[src/rtl/desc_ring_pkg.sv]
package desc_ring_pkg;

    localparam int NUM_RINGS   = 4;
    localparam int DESC_SHIFT  = 5;   // 32-byte descriptors
    localparam int DEPTH_SHIFT = 3;   // depth register holds count << 3
    localparam int REG_AW      = 6;

    typedef enum logic [2:0] {
        FLD_BASE  = 3'd0,
        FLD_DEPTH = 3'd1,
        FLD_WPTR  = 3'd2,
        FLD_RPTR  = 3'd3,
        FLD_LOCK  = 3'd4
    } fld_e;

    localparam logic [2:0] GLOBAL_GRP = 3'd4;

    // rings 0 (receive free) and 2 (transmit busy) are filled by software
    function automatic bit sw_owns_wr(input int ring);
        return (ring == 0) || (ring == 2);
    endfunction

    // global gate bit that enables the engine on each ring
    function automatic int gate_bit(input int ring);
        case (ring)
            0:       return 2;
            1:       return 3;
            2:       return 0;
            default: return 1;
        endcase
    endfunction

endpackage

[src/rtl/desc_ring_unit.sv]
module desc_ring_unit
    import desc_ring_pkg::*;
#(
    parameter int DW    = 32,
    parameter int IDX_W = 6,
    parameter bit SW_WR = 1'b1
) (
    input  logic          clk,
    input  logic          rst_n,
    input  logic          cfg_wr,
    input  fld_e          cfg_fld,
    input  logic [DW-1:0] cfg_wdata,
    input  logic          hw_adv,
    output logic [DW-1:0] cfg_rdata,
    output logic          hw_ok,
    output logic [DW-1:0] hw_addr,
    output logic          is_empty,
    output logic          is_full
);
    localparam int CNT_W = IDX_W + 1;

    logic [DW-1:0]    base_q;
    logic [CNT_W-1:0] cnt_q;
    logic [IDX_W-1:0] wr_q, rd_q, hw_ptr;
    logic [1:0]       lock_q;   // {base unlock, depth unlock}

    function automatic logic [IDX_W-1:0] step(input logic [IDX_W-1:0] p,
                                              input logic [CNT_W-1:0] n);
        logic [CNT_W-1:0] inc;
        inc = {1'b0, p} + CNT_W'(1);
        return (inc == n) ? '0 : inc[IDX_W-1:0];
    endfunction

    always_ff @(posedge clk or negedge rst_n) begin
        if (!rst_n) begin
            base_q <= '0;
            cnt_q  <= '0;
            wr_q   <= '0;
            rd_q   <= '0;
            lock_q <= '0;
        end else begin
            if (cfg_wr) begin
                case (cfg_fld)
                    FLD_LOCK:  lock_q <= cfg_wdata[2:1];
                    FLD_DEPTH: if (lock_q[0]) cnt_q <= cfg_wdata[DEPTH_SHIFT +: CNT_W];
                    FLD_BASE:  if (lock_q[1]) base_q <= cfg_wdata;
                    FLD_WPTR:  if (SW_WR)  wr_q <= cfg_wdata[DESC_SHIFT +: IDX_W];
                    FLD_RPTR:  if (!SW_WR) rd_q <= cfg_wdata[DESC_SHIFT +: IDX_W];
                    default: ;
                endcase
            end
            if (hw_adv) begin
                if (SW_WR) rd_q <= step(rd_q, cnt_q);
                else       wr_q <= step(wr_q, cnt_q);
            end
        end
    end

    always_comb begin
        is_empty = (cnt_q == '0) || (wr_q == rd_q);
        is_full  = (cnt_q == '0) || (step(wr_q, cnt_q) == rd_q);
        hw_ptr   = SW_WR ? rd_q : wr_q;
        hw_ok    = SW_WR ? !is_empty : !is_full;
        hw_addr  = base_q + (DW'(hw_ptr) << DESC_SHIFT);
    end

    always_comb begin
        case (cfg_fld)
            FLD_BASE:  cfg_rdata = base_q;
            FLD_DEPTH: cfg_rdata = DW'(cnt_q) << DEPTH_SHIFT;
            FLD_WPTR:  cfg_rdata = DW'(wr_q) << DESC_SHIFT;
            FLD_RPTR:  cfg_rdata = DW'(rd_q) << DESC_SHIFT;
            FLD_LOCK:  cfg_rdata = DW'({lock_q, 1'b0});
            default:   cfg_rdata = '0;
        endcase
    end

endmodule

[src/rtl/desc_ring_regif.sv]
module desc_ring_regif
    import desc_ring_pkg::*;
#(
    parameter int DW = 32,
    parameter int NR = NUM_RINGS
) (
    input  logic              clk,
    input  logic              rst_n,
    input  logic              reg_wr,
    input  logic [REG_AW-1:0] reg_addr,
    input  logic [DW-1:0]     reg_wdata,
    input  logic [DW-1:0]     ring_rdata [NR],
    output logic [NR-1:0]     ring_wr,
    output fld_e              fld,
    output logic [3:0]        gate_q,
    output logic [DW-1:0]     reg_rdata
);
    localparam int IW = (NR > 1) ? $clog2(NR) : 1;

    logic [2:0] grp;
    logic       fld_ok, is_gate;

    always_comb begin
        grp     = reg_addr[5:3];
        fld     = fld_e'(reg_addr[2:0]);
        fld_ok  = (reg_addr[2:0] <= 3'd4);
        is_gate = (reg_addr == {GLOBAL_GRP, 3'b000});
        for (int i = 0; i < NR; i++)
            ring_wr[i] = reg_wr && fld_ok && (grp == 3'(i));
    end

    always_ff @(posedge clk or negedge rst_n) begin
        if (!rst_n)                 gate_q <= '0;
        else if (reg_wr && is_gate) gate_q <= reg_wdata[3:0];
    end

    always_comb begin
        if (fld_ok && (32'(grp) < NR)) reg_rdata = ring_rdata[grp[IW-1:0]];
        else if (is_gate)              reg_rdata = DW'(gate_q);
        else                           reg_rdata = '0;
    end

endmodule

[src/rtl/desc_ring_ctrl.sv]
module desc_ring_ctrl
    import desc_ring_pkg::*;
#(
    parameter int IDX_W = 6
) (
    input  logic        clk,
    input  logic        rst_n,
    input  logic        reg_wr,
    input  logic [5:0]  reg_addr,
    input  logic [31:0] reg_wdata,
    output logic [31:0] reg_rdata,
    input  logic        rxf_req,
    output logic        rxf_ready,
    output logic [31:0] rxf_addr,
    input  logic        rxb_req,
    output logic        rxb_ready,
    output logic [31:0] rxb_addr,
    input  logic        txb_req,
    output logic        txb_ready,
    output logic [31:0] txb_addr,
    input  logic        txr_req,
    output logic        txr_ready,
    output logic [31:0] txr_addr,
    output logic [3:0]  ring_empty,
    output logic [3:0]  ring_full
);
    localparam int DW = 32;

    logic [NUM_RINGS-1:0] ring_wr, hw_req, hw_ok, hw_ready;
    logic [DW-1:0]        ring_rdata [NUM_RINGS];
    logic [DW-1:0]        hw_addr    [NUM_RINGS];
    logic [3:0]           gate_q;
    fld_e                 fld;

    assign hw_req = {txr_req, txb_req, rxb_req, rxf_req};

    desc_ring_regif #(.DW(DW), .NR(NUM_RINGS)) u_regif (
        .clk        (clk),
        .rst_n      (rst_n),
        .reg_wr     (reg_wr),
        .reg_addr   (reg_addr),
        .reg_wdata  (reg_wdata),
        .ring_rdata (ring_rdata),
        .ring_wr    (ring_wr),
        .fld        (fld),
        .gate_q     (gate_q),
        .reg_rdata  (reg_rdata)
    );

    for (genvar i = 0; i < NUM_RINGS; i++) begin : g_ring
        assign hw_ready[i] = hw_ok[i] && gate_q[gate_bit(i)];

        desc_ring_unit #(.DW(DW), .IDX_W(IDX_W), .SW_WR(sw_owns_wr(i))) u_ring (
            .clk       (clk),
            .rst_n     (rst_n),
            .cfg_wr    (ring_wr[i]),
            .cfg_fld   (fld),
            .cfg_wdata (reg_wdata),
            .hw_adv    (hw_req[i] && hw_ready[i]),
            .cfg_rdata (ring_rdata[i]),
            .hw_ok     (hw_ok[i]),
            .hw_addr   (hw_addr[i]),
            .is_empty  (ring_empty[i]),
            .is_full   (ring_full[i])
        );
    end

    assign rxf_ready = hw_ready[0];
    assign rxb_ready = hw_ready[1];
    assign txb_ready = hw_ready[2];
    assign txr_ready = hw_ready[3];
    assign rxf_addr  = hw_addr[0];
    assign rxb_addr  = hw_addr[1];
    assign txb_addr  = hw_addr[2];
    assign txr_addr  = hw_addr[3];

endmodule

[config.mk]
export PLATFORM = sky130hd
export DESIGN_NAME = desc_ring_ctrl
export DESIGN_NICKNAME = d
export VERILOG_FILES = /design/src/rtl/desc_ring_pkg.sv /design/src/rtl/desc_ring_unit.sv /design/src/rtl/desc_ring_regif.sv /design/src/rtl/desc_ring_ctrl.sv
export SDC_FILE = /design/constraint.sdc
export NUM_CORES = 1
export LEC_CHECK = 0
export ABC_AREA = 1
export BUFFER_PORTS_ARGS = -buffer_cell sky130_fd_sc_hd__buf_2
export CAP_MARGIN = 20
export CELL_PAD_IN_SITES_DETAIL_PLACEMENT = 1
export CELL_PAD_IN_SITES_GLOBAL_PLACEMENT = 2
export CORE_MARGIN = 5
export CORE_UTILIZATION = 33
export CTS_CLUSTER_DIAMETER = 100
export DETAILED_ROUTE_END_ITERATION = 8
export GPL_ROUTABILITY_DRIVEN = 0
export PLACE_DENSITY = 0.85
export SLEW_MARGIN = 15
export SYNTH_ARGS = -nofsm -noshare
export SYNTH_HDL_FRONTEND = slang
export SYNTH_HIERARCHICAL = 1
export SYNTH_SLANG_ARGS = --single-unit
[constraint.sdc]
create_clock -name clk -period 3.2 [get_ports clk]
set_clock_uncertainty 0.2 [all_clocks]
set_input_delay 0.64 -clock clk [delete_from_list [all_inputs] [get_ports clk]]
set_output_delay 0.64 -clock clk [all_outputs]
set_load 0.03 [all_outputs]
== After elaboration in Yosys (flattened, before gate mapping) ==
Index checks and enable logic that the tools add are counted.

* Add/sub/neg operators: 10
* Multipliers: 0
* Divide/modulo/power cells: 0
* Order comparisons: 3
* Eq/ne operators: 22
* Shift operators: 0
* Multiplexer cells: 15
* Bitwise operators: 1
* Reduce and logical (&&, ||, !) cells: 49

{| class="wikitable"
|+ Operators with widths
! kind !! count
|-
| 32-bit case mux with 5 select lines || 4
|-
| 32-bit by 11-bit adder with 32-bit output || 4
|-
| 32-bit two-way mux || 3
|-
| 32-bit binary-select mux with 2-bit select || 1
|-
| 6-bit == test || 8
|-
| 6-bit by 1-bit adder with 7-bit output (second input constant) || 6
|-
| 7-bit == test || 6
|-
| 6-bit two-way mux || 6
|-
| 7-bit zero test || 4
|-
| 3-bit AND reduction || 8
|-
| 2-bit AND reduction || 8
|-
| 1-bit logical AND || 15
|-
| 3-bit by 2-bit == test with 1-bit output (second input constant) || 4
|-
| 1-bit logical OR || 8
|-
| 3-bit by 1-bit == test with 1-bit output (second input constant) || 2
|-
| 6-bit == test (second input constant) || 1
|-
| 3-bit zero test || 2
|-
| 1-bit zero test || 4
|-
| 4-bit two-way mux || 1
|-
| 3-bit == test (second input constant) || 1
|-
| 3-bit >= comparator (second input constant) || 1
|-
| 3-bit <= comparator (second input constant) || 1
|-
| 3-bit < comparator (second input constant) || 1
|-
| 2-bit inverter with 3-bit output || 1
|}

* Bits in registers: 216
* Latch bits: 0
* RAM bits: 0
* Memory bits (read-only): 0
* Bits of input ports: 45
* Output and inout port bits: 172
* Word-level logic and storage cells: 121
* Memories: 0

== Logic depth before layout (Yosys ltp) ==
Gate-level depths: netlist of the first run.

* Depth after elaboration: 8
* Depth in mapped cells: 23
* Gate-level depth less buffers: 21

== Modules after synthesis ==
Netlist of the first run, hierarchy kept.

{| class="wikitable"
|+ Modules (own cells, without submodules)
! module !! times used !! cells each !! area each (um^2) !! sequential area each (um^2)
|-
| desc_ring_unit (g_ring[0].u_ring) || 1 || 522 || 3771.1 || 1326.3
|-
| desc_ring_unit (g_ring[2].u_ring) || 1 || 513 || 3713.6 || 1326.3
|-
| desc_ring_unit (g_ring[1].u_ring) || 1 || 491 || 3533.4 || 1326.3
|-
| desc_ring_unit (g_ring[3].u_ring) || 1 || 484 || 3495.9 || 1326.3
|-
| desc_ring_regif || 1 || 334 || 1425.1 || 100.1
|-
| desc_ring_ctrl || 1 || 16 || 70.1 || 0.0
|}

== Worst setup path before layout of the first run ==
No wires, ideal clock.

* Path kind: reg-to-output
* Start point: register g_ring[3].u_ring.wr_q[0]
* End point: output port txr_addr[31]
* Arrival time: 2.537 ns
* Required time: 2.360 ns
* Slack: -0.177 ns
* Cell stages (with the launch flop): 15
* Path buffers: 0
* Path through: dfrtp_1 > ha_1 > inv_1 > fa_1 > inv_1 > nand3_1 > nand2_1 > a21oi_2 > nor2_1 > nand2_1 > nor2_2 > nand3_2 > nor2_4 > nand3_1 > xor2_1

* Word-level cells in the longest chain between the ends: 1

{| class="wikitable"
|+ RTL lines
! item !! RTL line !! text
|-
| start, declared || desc_ring_unit.sv:24 || <nowiki>logic [IDX_W-1:0] wr_q, rd_q, hw_ptr;</nowiki>
|-
| start signal, assigned || desc_ring_unit.sv:47 || <nowiki>FLD_WPTR: if (SW_WR) wr_q <= cfg_wdata[DESC_SHIFT +: IDX_W];</nowiki>
|-
| start signal, assigned || desc_ring_unit.sv:54 || <nowiki>else wr_q <= step(wr_q, cnt_q);</nowiki>
|-
| 32-bit by 11-bit adder with 32-bit output || desc_ring_unit.sv:64 || <nowiki>hw_addr = base_q + (DW'(hw_ptr) << DESC_SHIFT);</nowiki>
|-
| end, declared || desc_ring_ctrl.sv:23 || <nowiki>output logic [31:0] txr_addr,</nowiki>
|}

No other way between the ends.

== Final worst setup path of the first run ==
Same ends and word-level chain as after synthesis.

==> impl_metrics.csv, run 1 <==
group,metric,value,unit
synthesis,postSynthAreaPerCell,6.784,µm²
synthesis,ys_warn_count,6,
min_path,hp-class,"primary input to register",
synthesis,netlist_area,16010,µm²
critical_path,worstPathRequired,2.36,ns
synthesis,syn_nets,2439,
floorplanning,die_y,230.3,µm
detailed_routing,via_count,17389,
synthesis,synth_cell_type_count,47,
sta,final.setup.worst_slack,-0.5060,ns
clock_network,cts_made_buffers,28,
synthesis,ys_seq_area_share,33.76,%
final_layout,nNetsFinal,2795,
sta,max_clock_freq,269.8,MHz
global_route,grt_pass1_wl,105.7,mm
synthesis,synth_ff_type,"dfrtp_1",
pwr,power,7.721,mW
synthesis,synthCells,2360,
placement,dp_cells,3208,
synthesis,yosysTopAreaCellShare,33.76,%
detailed_routing,drcViolationCount,0,
critical_path,cp-end-kind,"output pin",
synthesis,synth_top_cell_by_area,"dfrtp_1",
global_route,overflow,0,
final_layout,antenna_cells,0,
floorplanning,start_util,33.46,%
final_layout,layoutNonFillerInstCount,3351,
sta,relSlewSlack,53.70,%
pwr,power.static_leakage,11.27,nW
critical_path,cp.arrival,2.87,ns
clock_network,clockBufferDepth,3,
sta,tns,-24.51,ns
min_path,whs_path_depth,3,
clock_network,cts_sinks,216,
clock_network,cts-root-buf,"clkbuf_16",
synthesis,synth_edf_count,0,
critical_path,path_max_fanout,3,
floorplanning,core_area,47850,µm²
floorplanning,ios,217,
global_route,grt_pass1_vias,18286,
detailed_routing,wl_per_cell,20.87,µm
run_status,violations,"negative setup slack",
pwr,peakVddDrop,313.6,µV
synthesis,postSynthRegisterBits,216,
critical_path,reg2reg_depth,20,
sta,rsz0062_at_grt,"yes",
detailed_routing,wirelength,69.93,mm
clock_network,clk_pin_slew,0.06,ns
final_layout,final_util,47.04,%
global_route,grt_usage,25.10,%
placement,place_area,18400,µm²
final_layout,layout-drive-gt1-share,31.51,%
sta,fin_crit_sh,115.8,%
placement,numPortBuffers,216,
floorplanning,dieArea,53020,µm²
clock_network,cts_tree,"built",
synthesis,synth.area.top_cells,"dfrtp_1, nand2_1, nor2_1, inv_1, xor2_1",
detailed_routing,drtAntennaViolNets,0,
critical_path,worst-setup-path-type,"register to output pin",
sta,drv_slew,0,
sta,hold_viol,0,
sta,tightestPinTransition,0.6945,ns
pwr,p_per_area,343.1,nW/µm²
clock_network,clk_latency,0.57,ns
floorplanning,rows,80,
placement,dpl.hpwl,51.79,mm
critical_path,critPathLaunchType,"register",
flow_run,maxCapViolations,0,
global_route,grt_max_degree,65,
synthesis,async_reset_ff_share,100.0,%
run_status,status,"complete, but fails checks",
detailed_routing,drtPass1Iterations,5,
detailed_routing,viasPerCell,5.189,
detailed_routing,drt_iter0_markers,1091,
final_layout,area_delta_synth_final,40.58,%
global_route,antenna_found_initial,5,
final_layout,final_area,22510,µm²
floorplanning,dieWidth,230.3,µm
sta,min_period,3.706,ns
sta,setup_viol,90,
final_layout,num-fill-cells,5930,
clock_network,cts.htree.levels,1,
## per-layer routing
layer	GRT usage (%)	up-vias	part of all wire, %	wire length, µm
li1	-	8131	-	-
met1	30.41	8592	40	28050
met2	44.74	494	50	35230
met3	3.738	164	4.6	3193
met4	10.14	8	4.9	3404
met5	0	-	0.069	48
## logic make-up after synthesis
family | after synthesis | share of synthesized area [%]
simple gates | 1278 | 34.99
buf+inv | 396 | 10.47
compound gates | 310 | 10.94
flops | 216 | 33.76
xor+xnor | 126 | 6.987
fa+ha+maj | 34 | 2.845
## metrics by stage
stage | hold WS [ns] | worst slack [ns]
2_1_floorplan | 0.1444 | -0.01773
3_3_place_gp | 0.2712 | -0.07330
3_5_place_dp | 0.2947 | -0.1643
4_1_cts | 0.1861 | -0.5896
5_1_grt | 0.2101 | -0.6616
6_report | 0.2151 | -0.5060
## cell type report
type	count	area (µm²)	area share [%]
sequential	216	5433	24.14
tap	615	769.5	3.419
timing repair inverter	1	7.507	0.03336
clock buffer	38	849.6	3.775
multi-input combinational	1750	10700	47.55
clock inverter	12	113.9	0.5059
inverter	294	1127	5.009
timing repair buffer	425	3503	15.57
## flip-flops by register name, summed over array words and instances (netlist names)
name	flops
g_ring.u_ring/cnt_q	28
g_ring.u_ring/rd_q	12
g_ring.u_ring/lock_q	8
g_ring.u_ring/base_q	128
g_ring.u_ring/wr_q	12
g_ring.u_ring/hw_ptr	24
u_regif/gate_q	4
## critical path, stage by stage (launching register included)
cell     delay, ns
dfrtp_2       0.40
ha_4          0.15
inv_2         0.04
fa_2          0.35
inv_2         0.06
nand3_2       0.06
nand2_2       0.08
a21oi_2       0.07
nor2_2        0.14
nand2_2       0.08
nor2_4        0.14
nand3_4       0.12
nor2_4        0.17
nand3_2       0.11
xor2_2        0.17
buf_6         0.14
## report_power, final
part | switching (mW) | internal (mW) | leakage, nW | total [mW]
Sequential | 0.130 | 2.82 | 2.48 | 2.95
Clock | 1.34 | 2.00 | 0.490 | 3.34
Combinational | 0.940 | 0.492 | 8.30 | 1.43
Total | 2.41 | 5.31 | 11.3 | 7.72
## placed cells by master, fill, tap and decap left out, types with 13 or more instances in the layout
| master | count |
|---|---|
| nand3_2 | 28 |
| nor2_1 | 282 |
| o2111ai_1 | 19 |
| buf_6 | 110 |
| dfrtp_2 | 22 |
| nand4_1 | 19 |
| xnor2_1 | 13 |
| buf_4 | 183 |
| nand2_1 | 618 |
| a21oi_1 | 104 |
| xor2_4 | 16 |
| buf_2 | 105 |
| ha_4 | 25 |
| nand3_1 | 115 |
| a21oi_2 | 13 |
| clkbuf_16 | 29 |
| o21ai_1 | 25 |
| xor2_2 | 32 |
| dfrtp_1 | 194 |
| nand2_4 | 18 |
| nor2_4 | 29 |
| inv_2 | 32 |
| inv_1 | 254 |
| nor2_2 | 25 |
| nand3_4 | 14 |
| xor2_1 | 61 |
| nor3_1 | 25 |
| o21ai_0 | 101 |
| nand2_2 | 69 |
## synth_stat cells (2+ instances only)
cell       count
nand2_1      676
nor2_1       305
inv_1        271
dfrtp_1      216
nand3_1      138
a21oi_1      120
xor2_1       107
o21ai_0      105
clkbuf_1      43
buf_4         35
nor3_1        34
ha_1          30
nand2_2       25
inv_2         23
nor2_2        21
o21ai_1       21
o2111ai_1     20
nand4_1       19
buf_2         17
nand3_2       17
xnor2_1       17
nor2_4        10
nor4_1         9
o21ai_2        9
o22ai_1        9
a21o_1         6
a221oi_1       6
nor3_2         6
buf_6          5
nand4_2        5
a21oi_2        4
fa_1           4
nand2_4        3
nor3_4         3
o21bai_1       3
o31ai_1        3
a22oi_1        2
buf_1          2
nand3b_1       2
xor2_2         2
## repair_timing
item | in CTS | in global routing
endpoints found under the hold margin | 61 | 0
pin swaps | 73 | 102
setup endpoints to repair | 99 | 125
buffers inserted | 55 | 52
hold buffers | 1 | 0
cloned | 2 | 1
resized for setup | 384 | 196
## final timing paths
check                                         endpoint                  startpoint  slack, ns
min in group asynchronous  g_ring[1].u_ring/base_q[23]                       rst_n       0.44
max in group asynchronous  g_ring[2].u_ring/base_q[12]                       rst_n       1.54
hold / removal                       u_regif/gate_q[2]                      reg_wr       0.22
hold reg to reg              g_ring[1].u_ring/cnt_q[6]   g_ring[1].u_ring/cnt_q[6]       0.31
setup / recovery                          txr_addr[31]  g_ring[3].u_ring/hw_ptr[0]      -0.51
setup reg to reg            g_ring[3].u_ring/hw_ptr[5]  g_ring[3].u_ring/hw_ptr[0]       0.15
Note: power is estimated with default switching activity, not from simulation.
==> run 2: changes to the inputs <==
--- a/config.mk
+++ b/config.mk
@@ -11,11 +11,10 @@
 export CELL_PAD_IN_SITES_DETAIL_PLACEMENT = 1
 export CELL_PAD_IN_SITES_GLOBAL_PLACEMENT = 2
 export CORE_MARGIN = 5
-export CORE_UTILIZATION = 33
-export CTS_CLUSTER_DIAMETER = 100
+export CORE_UTILIZATION = 30
 export DETAILED_ROUTE_END_ITERATION = 8
 export GPL_ROUTABILITY_DRIVEN = 0
-export PLACE_DENSITY = 0.85
+export PLACE_DENSITY = 0.79
 export SLEW_MARGIN = 15
 export SYNTH_ARGS = -nofsm -noshare
 export SYNTH_HDL_FRONTEND = slang
==> impl_metrics.csv, run 2 (synthesis results as in run 1) <==
group,metric,value,unit
sta,max_clock_freq,261.5,MHz
critical_path,r2r-end,"g_ring[3].u_ring/hw_ptr[0]",
global_route,grt_max_degree,65,
sta,final.setup.worst_slack,-0.6236,ns
detailed_routing,wl_per_cell,20.54,µm
global_route,overflow,0,
clock_network,cts_sinks,216,
global_route,grt_pass1_vias,18171,
floorplanning,dieWidth,241.0,µm
clock_network,clk_latency,0.58,ns
final_layout,num-fill-cells,6535,
final_layout,layoutNonFillerInstCount,3438,
floorplanning,start_util,30.34,%
placement,dp_cells,3283,
run_status,violations,"negative setup slack",
min_path,worstHoldStart,"reg_wdata[12]",
detailed_routing,drtAntennaViolNets,0,
detailed_routing,viasPerCell,5.045,
clock_network,cts.htree.levels,1,
placement,dpl.hpwl,52.55,mm
sta,min_period,3.824,ns
pwr,p_per_area,338.5,nW/µm²
floorplanning,rows,84,
pwr,peakVddDrop,345.8,µV
critical_path,reg2reg_depth,21,
critical_path,cp-end-kind,"output pin",
min_path,min_to,"g_ring[2].u_ring/base_q[12]",
critical_path,path_max_fanout,6,
sta,relSlewSlack,55.29,%
clock_network,cts_tree,"built",
min_path,hp-class,"primary input to register",
sta,drv_slew,0,
clock_network,cts-root-buf,"clkbuf_16",
placement,numPortBuffers,216,
final_layout,area_delta_synth_final,41.45,%
critical_path,rrSetupSlack,0.09,ns
sta,rsz0062_at_grt,"yes",
final_layout,nNetsFinal,2805,
global_route,grt_pass1_wl,105.4,mm
final_layout,layout-drive-gt1-share,31.26,%
clock_network,clk_pin_slew,0.06,ns
flow_run,maxCapViolations,0,
detailed_routing,drtPass1Iterations,5,
detailed_routing,drt_iter0_markers,836,
detailed_routing,via_count,17344,
floorplanning,core_area,52760,µm²
critical_path,worstPathRequired,2.36,ns
pwr,power.static_leakage,11.33,nW
floorplanning,die_y,241.0,µm
detailed_routing,drcViolationCount,0,
final_layout,final_common_cell,"nand2_1",
critical_path,critPathLaunchType,"register",
sta,hold_viol,0,
final_layout,layout_common_cells,"nand2_1, nor2_1, inv_1",
clock_network,cts_made_buffers,29,
sta,fin_crit_sh,119.5,%
pwr,power,7.666,mW
global_route,grt_usage,23.06,%
detailed_routing,wirelength,70.60,mm
global_route,antenna_found_initial,4,
critical_path,cp.arrival,2.98,ns
run_status,status,"complete, but fails checks",
critical_path,r2r_start,"g_ring[3].u_ring/hw_ptr[0]",
final_layout,largest_reg_flops,128,
sta,tightestPinTransition,0.6707,ns
min_path,whs_path_depth,3,
floorplanning,dieArea,58080,µm²
critical_path,worst-setup-path-type,"register to output pin",
sta,setup_viol,82,
sta,tns,-23.72,ns
floorplanning,ios,217,
clock_network,clockBufferDepth,3,
final_layout,regMostFlops,"g_ring.u_ring/base_q",
-- run 2: routing by layer --
layer | part of all wire [%] | vias up | track usage, %
met4 | 4.2 | 4 | 8.497
met5 | 0.035 | - | 0
met3 | 4.4 | 139 | 3.063
li1 | - | 8164 | -
met1 | 41 | 8610 | 28.60
met2 | 50 | 427 | 40.98
-- run 2: area by class of cell --
| class | instances | area (µm²) | area share [%] |
|---|---|---|---|
| Clock inverter | 12 | 91.34 | 0.4033 |
| Tap cell | 688 | 860.8 | 3.801 |
| Timing Repair Buffer | 435 | 3538 | 15.63 |
| Inverter | 294 | 1116 | 4.928 |
| Antenna cell | 2 | 5.005 | 0.02210 |
| Clock buffer | 41 | 850.8 | 3.757 |
| Sequential cell | 216 | 5424 | 23.95 |
| Multi-Input combinational cell | 1750 | 10760 | 47.51 |
-- run 2: report_power, final --
part           internal, mW  switching [mW]
clock network          1.92            1.35
registers              2.82           0.127
logic                 0.504           0.953
total                  5.24            2.43
-- run 2: what timing repair did --
action                                  in CTS  in global routing
setup buffers                               55                 65
cloned                                       2                  0
endpoints found under the setup margin      97                110
hold buffers                                 1                  0
hold endpoints to repair                    52                  0
gates resized for setup                    396                183
pin swaps                                   97                104
-- run 2: critical path, cell delays in order, from the launching register on --
cell	delay, ns
dfrtp_2	0.43
buf_4	0.14
buf_6	0.13
ha_4	0.28
xnor2_2	0.10
nand2_1	0.07
nor2_1	0.09
nand2_1	0.09
nor2_4	0.16
nand2_4	0.13
nand2_2	0.10
nand2_1	0.05
nand2_1	0.08
nand2_1	0.09
nor2_2	0.14
a21oi_1	0.08
nand2_1	0.10
inv_2	0.04
buf_6	0.13
-- run 2: worst max path at each step --
stage,start,end,cells past startpoint
after global placement,g_ring[3].u_ring/base_q[5],txr_addr[31],15
after CTS,g_ring[3].u_ring/base_q[5],txr_addr[31],15
after floorplan,g_ring[3].u_ring/hw_ptr[0],txr_addr[31],14
after detailed placement,g_ring[3].u_ring/base_q[5],txr_addr[31],15
after global routing,g_ring[3].u_ring/hw_ptr[0],txr_ready,18
final,g_ring[3].u_ring/hw_ptr[0],txr_ready,18
-- run 2: per-stage QoR --
| stage | area (µm²) | hold WS (ns) | util [%] | worst slack (ns) |
|---|---|---|---|---|
| after floorplan | 16070 | 0.1444 | - | -0.01773 |
| after global placement | 18480 | 0.2696 | 35.03 | -0.1431 |
| after detailed placement | 18480 | 0.3044 | 35.03 | -0.2355 |
| after CTS | 21590 | 0.1864 | 40.92 | -0.7207 |
| after global routing | 22640 | 0.1995 | 42.91 | -0.7601 |
| final | 22650 | 0.1984 | 42.92 | -0.6236 |
==> run 3: changes to the inputs <==
--- a/config.mk
+++ b/config.mk
@@ -5,18 +5,17 @@
 export SDC_FILE = /design/constraint.sdc
 export NUM_CORES = 1
 export LEC_CHECK = 0
-export ABC_AREA = 1
 export BUFFER_PORTS_ARGS = -buffer_cell sky130_fd_sc_hd__buf_2
 export CAP_MARGIN = 20
 export CELL_PAD_IN_SITES_DETAIL_PLACEMENT = 1
 export CELL_PAD_IN_SITES_GLOBAL_PLACEMENT = 2
+export CORE_ASPECT_RATIO = 0.8
 export CORE_MARGIN = 5
 export CORE_UTILIZATION = 30
 export DETAILED_ROUTE_END_ITERATION = 8
 export GPL_ROUTABILITY_DRIVEN = 0
-export PLACE_DENSITY = 0.79
+export PLACE_DENSITY = 0.71
 export SLEW_MARGIN = 15
 export SYNTH_ARGS = -nofsm -noshare
 export SYNTH_HDL_FRONTEND = slang
-export SYNTH_HIERARCHICAL = 1
 export SYNTH_SLANG_ARGS = --single-unit
==> impl_metrics.csv, run 3 <==
group,metric,value,unit
run_status,status,"complete, but fails checks",
run_status,violations,"negative setup slack",
sta,final.setup.worst_slack,-0.8991,ns
final_layout,final_area,22720,µm²
min_path,whs_path_depth,2,
global_route,grt_pass1_vias,14194,
sta,tightestPinTransition,0.5109,ns
final_layout,nNetsFinal,1934,
global_route,grt_usage,21.95,%
critical_path,cp-end-kind,"output pin",
global_route,grt_max_degree,71,
critical_path,cp.arrival,3.26,ns
placement,numPortBuffers,216,
critical_path,r2r_start,"g_ring[3].u_ring.hw_ptr[0]",
synthesis,synth_edf_count,0,
final_layout,final_util,47.24,%
synthesis,synth.top_cells.by_count,"dfrtp_1, mux2_2, xnor2_1",
synthesis,postSynthRegisterBits,216,
pwr,pwr-share-clk,41.6,%
critical_path,rrSetupSlack,0.08,ns
min_path,min_to,"g_ring[0].u_ring.base_q[27]",
floorplanning,core_area,48110,µm²
final_layout,layout_common_cells,"buf_4, dfrtp_1, mux2_2",
placement,dp_cells,2370,
sta,fin_crit_sh,128.1,%
synthesis,synth_cell_type_count,66,
sta,relSlewSlack,65.94,%
placement,place_area,18230,µm²
critical_path,worst-setup-path-type,"register to output pin",
synthesis,synth_top_cell_by_area,"dfrtp_1",
synthesis,synthCells,1400,
clock_network,cts_tree,"built",
placement,dpl.hpwl,43.87,mm
critical_path,critPathLaunchType,"register",
detailed_routing,drt_iter0_markers,801,
detailed_routing,viasPerCell,5.298,
floorplanning,dieArea,52820,µm²
synthesis,ys_seq_area_share,37.30,%
critical_path,worstPathRequired,2.36,ns
final_layout,final_common_cell,"buf_4",
synthesis,ys_warn_count,0,
pwr,p_int,5.246,mW
min_path,hp-class,"primary input to register",
synthesis,syn_nets,1479,
pwr,power.static_leakage,10.77,nW
pwr,power_frac_comb,18.0,%
clock_network,clk_latency,0.55,ns
sta,hold_viol,0,
sta,rsz0062_at_grt,"yes",
detailed_routing,via_count,13256,
global_route,overflow,0,
synthesis,yosysTopAreaCellShare,37.30,%
detailed_routing,drtPass1Iterations,5,
critical_path,path_max_fanout,4,
floorplanning,ios,217,
floorplanning,start_util,30.12,%
synthesis,synth_most_common_cell,"dfrtp_1",
synthesis,synth_ff_type,"dfrtp_1",
floorplanning,dieWidth,255.7,µm
pwr,sequentialPowerShare,40.4,%
detailed_routing,wl_per_cell,24.65,µm
clock_network,cts-root-buf,"clkbuf_16",
pwr,p_per_area,325.3,nW/µm²
detailed_routing,drcViolationCount,0,
pwr,peakVddDrop,365.5,µV
clock_network,clockBufferDepth,3,
final_layout,antenna_cells,0,
global_route,antenna_found_initial,2,
sta,tns,-48.19,ns
sta,max_clock_freq,244.0,MHz
clock_network,cts.htree.levels,1,
critical_path,reg2reg_depth,12,
sta,drv_slew,0,
min_path,worstHoldStart,"reg_wdata[27]",
detailed_routing,wirelength,61.68,mm
synthesis,synth.area.top_cells,"dfrtp_1, mux2_2, xnor2_1, xor2_1, mux4_2",
clock_network,cts_sinks,216,
clock_network,clk_pin_slew,0.07,ns
synthesis,postSynthAreaPerCell,10.35,µm²
final_layout,area_delta_synth_final,56.83,%
synthesis,netlist_area,14490,µm²
critical_path,r2r-end,"g_ring[3].u_ring.hw_ptr[3]",
final_layout,layoutNonFillerInstCount,2502,
synthesis,async_reset_ff_share,100.0,%
floorplanning,rows,72,
floorplanning,die_y,206.6,µm
final_layout,largest_reg_flops,128,
pwr,swShare,29.03,%
placement,dp_slack,-0.4727,ns
global_route,grt_pass1_wl,90.02,mm
clock_network,cts_made_buffers,26,
sta,setup_viol,99,
final_layout,layout-drive-gt1-share,59.80,%
sta,min_period,4.099,ns
final_layout,regMostFlops,"g_ring.u_ring.base_q",
flow_run,maxCapViolations,0,
detailed_routing,drtAntennaViolNets,0,
pwr,p_switching,2.146,mW
run 3: metal layers:
layer,up-vias,GRT usage (%),part of all wire (%)
met5,-,0,0.013
li1,5951,-,-
met3,79,3.089,4.5
met4,2,4.836,2.2
met1,6927,30.68,45
met2,297,36.71,48
run 3: kinds of logic after synthesis:
group,share of synthesized area (%)
simple gates,13.69
buf+inv,4.766
mux,18.57
xor+xnor,12.00
compound gates,10.52
fa+ha+maj,3.143
flops,37.30
run 3: timing repair:
action                     in CTS  in global routing
hold endpoints to repair       51                  0
pin swaps                     134                 94
gates cloned                    3                  0
setup endpoints to repair     130                137
hold buffers                    1                  0
gates resized for setup       509                172
buffers inserted               59                 42
run 3: area by class of cell:
class,instances,area [µm²]
Timing Repair Buffer,535,4702
Multi-Input combinational cell,1031,10780
Inverter,45,168.9
Clock inverter,9,100.1
Tap cell,629,787.0
Sequential cell,216,5423
Fill cell,5111,25380
Clock buffer,37,763.2
run 3: worst max-delay path, stage by stage, from the launching register on:
cell and delay, ns:
dfrtp_2 0.41, buf_6 0.13, ha_4 0.24, xnor2_2 0.15
nand2_2 0.09, a2111oi_4 0.32, buf_4 0.21, a31oi_4 0.10
xor2_1 0.21, or4_4 0.52, and3_4 0.20, buf_6 0.13
run 3: worst max path at each step:
| stage | start | to | slack (ns) | depth (start not counted) |
|---|---|---|---|---|
| 2_1_floorplan | g_ring[3].u_ring.hw_ptr[0] | txr_ready | -0.16 | 7 |
| 3_3_place_gp | g_ring[0].u_ring.hw_ptr[0] | rxf_addr[27] | -0.40 | 13 |
| 3_5_place_dp | g_ring[3].u_ring.hw_ptr[0] | txr_ready | -0.47 | 10 |
| 4_1_cts | g_ring[0].u_ring.base_q[5] | rxf_addr[27] | -0.88 | 13 |
| 5_1_grt | g_ring[0].u_ring.base_q[5] | rxf_addr[27] | -1.02 | 13 |
| 6_report | g_ring[3].u_ring.hw_ptr[0] | txr_ready | -0.90 | 11 |
run 3: power by group through the flow:
stage                     Sequential [mW]  Combinational [mW]  Clock (mW)
final                                2.99                1.33        3.07
after global routing                 3.00                1.41        3.24
after CTS                            2.98                1.25        3.12
after detailed placement             3.02                1.07           0
after global placement               3.01                1.05           0
after floorplan                      2.96               0.641           0
run 3: through the flow:
stage	hold slack, ns	total power, mW
after detailed placement	0.3185	4.094
after global routing	0.1778	7.654
final	0.1685	7.392
after global placement	0.3073	4.066
after CTS	0.1537	7.348
after floorplan	0.1444	3.604
